`src/rtl/burst_addr_seq.sv`:
```
module burst_addr_seq #(
  parameter int AW = 17
) (
  input  logic          clk,
  input  logic          rst_n,
  input  logic          stall,
  input  logic          sel,
  input  logic          step,
  input  logic [AW-1:0] addr_in,
  input  logic          wr_in,
  input  logic          interleave,
  output logic [AW-1:0] addr_out,
  output logic          active,
  output logic          wr_out
);
  localparam int HI = AW - 1;

  logic [HI:0] base;
  logic [1:0]  beat;
  logic        xor_ord;
  logic [1:0]  low;

  always_ff @(posedge clk or negedge rst_n) begin
    if (!rst_n) begin
      base    <= '0;
      beat    <= '0;
      xor_ord <= 1'b0;
      active  <= 1'b0;
      wr_out  <= 1'b0;
    end else if (!stall) begin
      if (!step) begin
        if (sel) begin
          base    <= addr_in;
          beat    <= '0;
          xor_ord <= interleave;
          wr_out  <= wr_in;
          active  <= 1'b1;
        end else begin
          active  <= 1'b0;
        end
      end else if (active) begin
        beat <= beat + 2'd1;
      end
    end
  end

  assign low      = xor_ord ? (base[1:0] ^ beat) : (base[1:0] + beat);
  assign addr_out = {base[HI:2], low};

  a_r6_stall_freeze: assert property (@(posedge clk) disable iff (!rst_n)
    stall |=> $stable(addr_out) && $stable(active) && $stable(wr_out));

  a_r1_load_capture: assert property (@(posedge clk) disable iff (!rst_n)
    (!stall && !step && sel) |=>
      active && addr_out == $past(addr_in) && wr_out == $past(wr_in));

  a_r7_deselect_stop: assert property (@(posedge clk) disable iff (!rst_n)
    (!stall && !step && !sel) |=> !active && $stable(wr_out) && $stable(addr_out));

  a_r2_dir_held: assert property (@(posedge clk) disable iff (!rst_n)
    (!stall && step) |=> $stable(wr_out));

  a_r5_upper_fixed: assert property (@(posedge clk) disable iff (!rst_n)
    (!stall && step) |=> $stable(addr_out[HI:2]));

  a_r8_idle_step: assert property (@(posedge clk) disable iff (!rst_n)
    (!stall && step && !active) |=> !active && $stable(addr_out));
endmodule

```
`config.mk`:
```
export PLATFORM = sky130hd
export DESIGN_NAME = burst_addr_seq
export DESIGN_NICKNAME = d
export VERILOG_FILES = /design/src/rtl/burst_addr_seq.sv
export SDC_FILE = /design/constraint.sdc
export NUM_CORES = 1
export LEC_CHECK = 0
export ABC_CLOCK_PERIOD_IN_PS = 2360
export BUFFER_PORTS_ARGS = -buffer_cell sky130_fd_sc_hd__buf_2
export CORE_MARGIN = 1.5
export CORE_UTILIZATION = 49
export CTS_BUF_LIST = sky130_fd_sc_hd__clkbuf_2
export DETAILED_ROUTE_END_ITERATION = 12
export PLACE_DENSITY_LB_ADDON = 0.1
export SLEW_MARGIN = 20
export SYNTH_ARGS = -nofsm -noshare
export SYNTH_HDL_FRONTEND = slang
export SYNTH_SLANG_ARGS = --single-unit
```
`constraint.sdc`:
```
create_clock -name clk -period 2.36 [get_ports clk]
set_clock_uncertainty 0.15 [all_clocks]
set_input_delay 0.118 -clock clk [delete_from_list [all_inputs] [get_ports clk]]
set_output_delay 0.118 -clock clk [all_outputs]
set_load 0.02 [all_outputs]
```
* Word-level counts from Yosys, hierarchy flattened
Cells that the tools add are included.
W data, S select, Z words.
** Storage, ports and cells
- Register bits after elaboration :: 22
- Output and inout port bits :: 19
- Word-level logic and storage cells :: 20
** Operators by class
- $add $sub $neg :: 2
- Equality and inequality tests :: 1
- Muxes and demuxes :: 5
- Bitwise logic cells :: 3
- Reduce and logical (&&, ||, !) cells :: 4
** Operators by type and width (count)
- $mux W2 :: 4
- $reduce_and A3 Y1 :: 2
- $add A2 B1 Y2 const B :: 1
- $add A2 B2 Y2 :: 1
- $ne A2 B1 Y1 const B :: 1
- $not A1 Y1 :: 2
- $reduce_and A2 Y1 :: 1
- $reduce_bool A2 Y1 :: 1
- $xor A2 B2 Y2 :: 1
- $mux W1 :: 1

* Depth between registers and ports, before layout
- Depth in word-level cells :: 3
- Depth in mapped cells :: 3
- Gate-level depth less buffers :: 3

* Worst setup path after synthesis
No wires, ideal clock.
- Kind :: flip-flop to flip-flop
- Start :: reg active
- End :: reg beat[1]
- Library setup time :: 0.121 ns
- Arrival :: 1.084 ns
- Slack :: 1.005 ns
- Cell stages (with the launch flop) :: 4
- Period minus slack after synthesis :: 1.355 ns
- Cells stage by stage :: dfrtp_1 > nand2_1 > mux2_2 > a22o_1
** Between the ends
- Word-level cells in the longest chain between the ends :: 2
** RTL lines
- start, declared :: line 13 : output logic active,
- start signal, assigned :: line 28 : active <= 1'b0;
- start signal, assigned :: line 37 : active <= 1'b1;
- start signal, assigned :: line 39 : active <= 1'b0;
- $ne A2 B1 Y1 (no line)
- $reduce_and A3 Y1 (no line)
- end signal, assigned :: line 42 : beat <= beat + 2'd1;
- end, declared :: line 19 : logic [1:0] beat;
Every way passes these cells.
A chain may end at the register's enable or synchronous reset.

* Worst setup path in the final report
- Start :: reg beat[0]
- End :: out addr_out[1]
** Between the ends
- Word-level cells in the longest chain between the ends :: 2
** RTL lines
- $add A2 B2 Y2 :: line 47 : assign low = xor_ord ? (base[1:0] ^ beat) : (base[1:0] + beat);
- $mux W2 :: line 47
- end, declared :: line 12 : output logic [AW-1:0] addr_out,
Every way passes these cells.

==> flow_metrics.py <==
metrics = {
    "critical_path": {
        "slowest_delay_ns": 0.47,
        "crit_arrival_ns": 1.41,
        "path_depth": 4,
        "cp_slowest_cell": "dfrtp_1",
        "worstSetupStartpointType": "register",
        "r2r_cells": 3,
        "cp-end-kind": "output port",
        "crit_required_ns": 2.09,
        "cp_top_family": "flip-flops",
        "cp_cell_sequence": "ha_1 > nor2b_1 > xnor2_1 > buf_2",
        "critPathKind": "reg -> out",
        "crit_buf_inv": 1,
        "path_max_fanout": 4,
    },
    "place": {
        "routabilityCongestion": 0.840,
        "io_buffers": 42,
        "dp_hpwl_um": 1150,
        "placedCellCount": 126,
    },
    "route": {
        "drc": 0,
        "postRouteAntennaNets": 0,
        "vias_per_cell": 4.46,
        "drt_iter0_drc": 0,
        "dr.pass1.iters": 1,
        "wl_per_cell_um": 12.4,
        "routed_wl_um": 1900,
        "vias": 683,
    },
    "timing": {
        "period_share_pct": 71.3,
        "worst_pin_slew_ns": 0.475,
        "fmax_ghz": 0.594,
        "fin_crit_ns": 1.68,
        "maxSlewViolCount": 0,
        "hold_violations": 0,
        "slew_headroom_pct": 68.4,
        "finalSetupViolations": 0,
        "setup_tns_ns": 0,
        "rsz0062_at_grt": "no",
    },
    "grt": {
        "grt_use_total_pct": 18.7,
        "grt_pass1_vias": 765,
        "grt_max_degree": 23,
        "grt_pass1_wl_um": 3330,
        "grt_overflow_total": 0,
        "antenna_found_initial": 0,
    },
    "cts": {
        "cts_tree": "built",
        "cts_setup_buffers": 0,
        "path_clk_slew_ns": 0.21,
        "cts.htree.levels": 1,
        "cts.root.buffer_cell": "clkbuf_2",
        "clockBufferDepth": 2,
        "ctsResizeCount": 0,
        "clock_latency_ns": 0.31,
        "cts.sinks": 22,
        "cts_made_buffers": 3,
    },
    "die": {
        "rows": 16,
        "start_util_pct": 52.0,
        "dieArea_um2": 2360,
        "pin_count": 43,
        "fp.coreArea_um2": 1960,
        "die_w_um": 48.6,
        "dieHeight_um": 48.6,
    },
    "yosys": {
        "seq_area_frac_synth_pct": 54.0,
        "yosysTopAreaCellShare_pct": 54.0,
        "postSynthAreaPerCell_um2": 14.0,
        "syn_nets": 98,
        "yosys.area.top_type": "dfrtp_1",
        "syn_area_um2": 1020,
        "synthTopCellsByArea": "dfrtp_1, mux2_2, buf_4",
        "netlist_instances": 73,
        "yosys_register_bits": 22,
        "synthDistinctLibCells": 16,
        "ys_warn_count": 0,
    },
    "run": {
        "maxCapViolCount": 0,
    },
    "status": {
        "status": "finished, final reports clean",
    },
    "pwr": {
        "ir_drop_mv": 0.506,
        "power.leakage_nw": 0.664,
        "p_per_area_nw_per_um2": 725,
    },
    "hold_path": {
        "hold_path_class": "in -> async",
    },
    "final_layout": {
        "drive_gt1_share_pct": 52.4,
        "nets": 152,
        "syn_to_final_growth_pct": 35.8,
        "final_cells": 153,
        "diodes": 0,
    },
}
==> layout by cell type, fill, tap and decap left out, drive strengths merged, types with 2 or more instances in the layout <==
| cell type | instances |
|---|---|
| dfrtp | 22 |
| dlygate4sd3 | 23 |
| buf | 43 |
| clkbuf | 3 |
| xnor2 | 2 |
| a22o | 2 |
| mux2 | 20 |
| nand2b | 2 |
==> layout make-up <==
type,count,area [um^2]
fill,164,577
sequential,22,551
timing repair buffer,66,448
multi-input combinational,34,334
tap,27,33.8
clock buffer,3,15.0
clock inverter,1,3.75
==> path summary, 6_finish.rpt <==
| check | start | to | slack (ns) |
|---|---|---|---|
| min | rst_n | wr_out$_DFFE_PN0P_ | 0.11 |
| max in group asynchronous | rst_n | base[9]$_DFFE_PN0P_ | 1.63 |
| max | beat[0]$_DFFE_PN0P_ | addr_out[1] | 0.68 |
| max reg2reg | beat[0]$_DFFE_PN0P_ | beat[1]$_DFFE_PN0P_ | 1.02 |
| min in group clk | base[12]$_DFFE_PN0P_ | base[12]$_DFFE_PN0P_ | 0.38 |
| min reg2reg | base[12]$_DFFE_PN0P_ | base[12]$_DFFE_PN0P_ | 0.38 |
==> layer usage <==
metal / share of wire [%] / track usage (%) / up-vias / wire length (um)
met4: 2.9 / 10.0 / 0 / 55
met5: 0 / 0 / - / 0
met3: 5.4 / 3.70 / 6 / 103
met2: 49 / 31.5 / 29 / 921
met1: 43 / 22.4 / 309 / 815
li1: - / - / 339 / -
==> sequential cells by signal, indices dropped and copies added, names as in the netlist <==
| signal | count |
|---|---|
| active | 1 |
| base | 17 |
| beat | 2 |
| wr_out | 1 |
| xor_ord | 1 |
==> synth_stat cells <==
cell	number
buf_4	15
buf_6	2
dfrtp_1	22
nor3b_2	1
nand2b_1	2
xnor2_1	2
ha_1	1
mux2_2	19
o21bai_1	1
a22o_1	2
nor2_1	1
o21ai_0	1
mux2_1	1
nor2b_1	1
mux2i_1	1
nand2_1	1
==> power by group <==
group          internal [mW]  switching [mW]
registers              0.452          0.0467
clock network         0.0368           0.112
logic                  0.177           0.181
==> through the flow <==
stage	hold slack [ns]	area, um^2	util, %	total power [mW]	setup slack, ns
6_report	0.109	1390	70.6	1.00	0.678
5_1_grt	0.122	1390	70.6	1.06	0.579
3_3_place_gp	-0.0446	1140	57.9	0.827	1.03
3_5_place_dp	-0.0455	1140	57.9	0.837	0.996
4_1_cts	0.0985	1390	70.6	1.01	0.651
2_1_floorplan	-0.328	1020	-	0.791	1.01
==> cell families after synthesis <==
kind of cell | share of synthesized area [%]
adder cells (fa/ha/maj) | 1.23
AND/OR/NAND/NOR | 3.80
flip-flops | 54.0
AO/OA/AOI/OAI | 2.94
XOR/XNOR | 1.72
multiplexers | 23.1
buffers and inverters | 13.3
==> timing repair <==
item	in CTS	in global routing
hold buffers	23	0
setup endpoints to repair	0	0
endpoints found under the hold margin	44	0
Note: power is estimated with default switching activity, not from simulation.
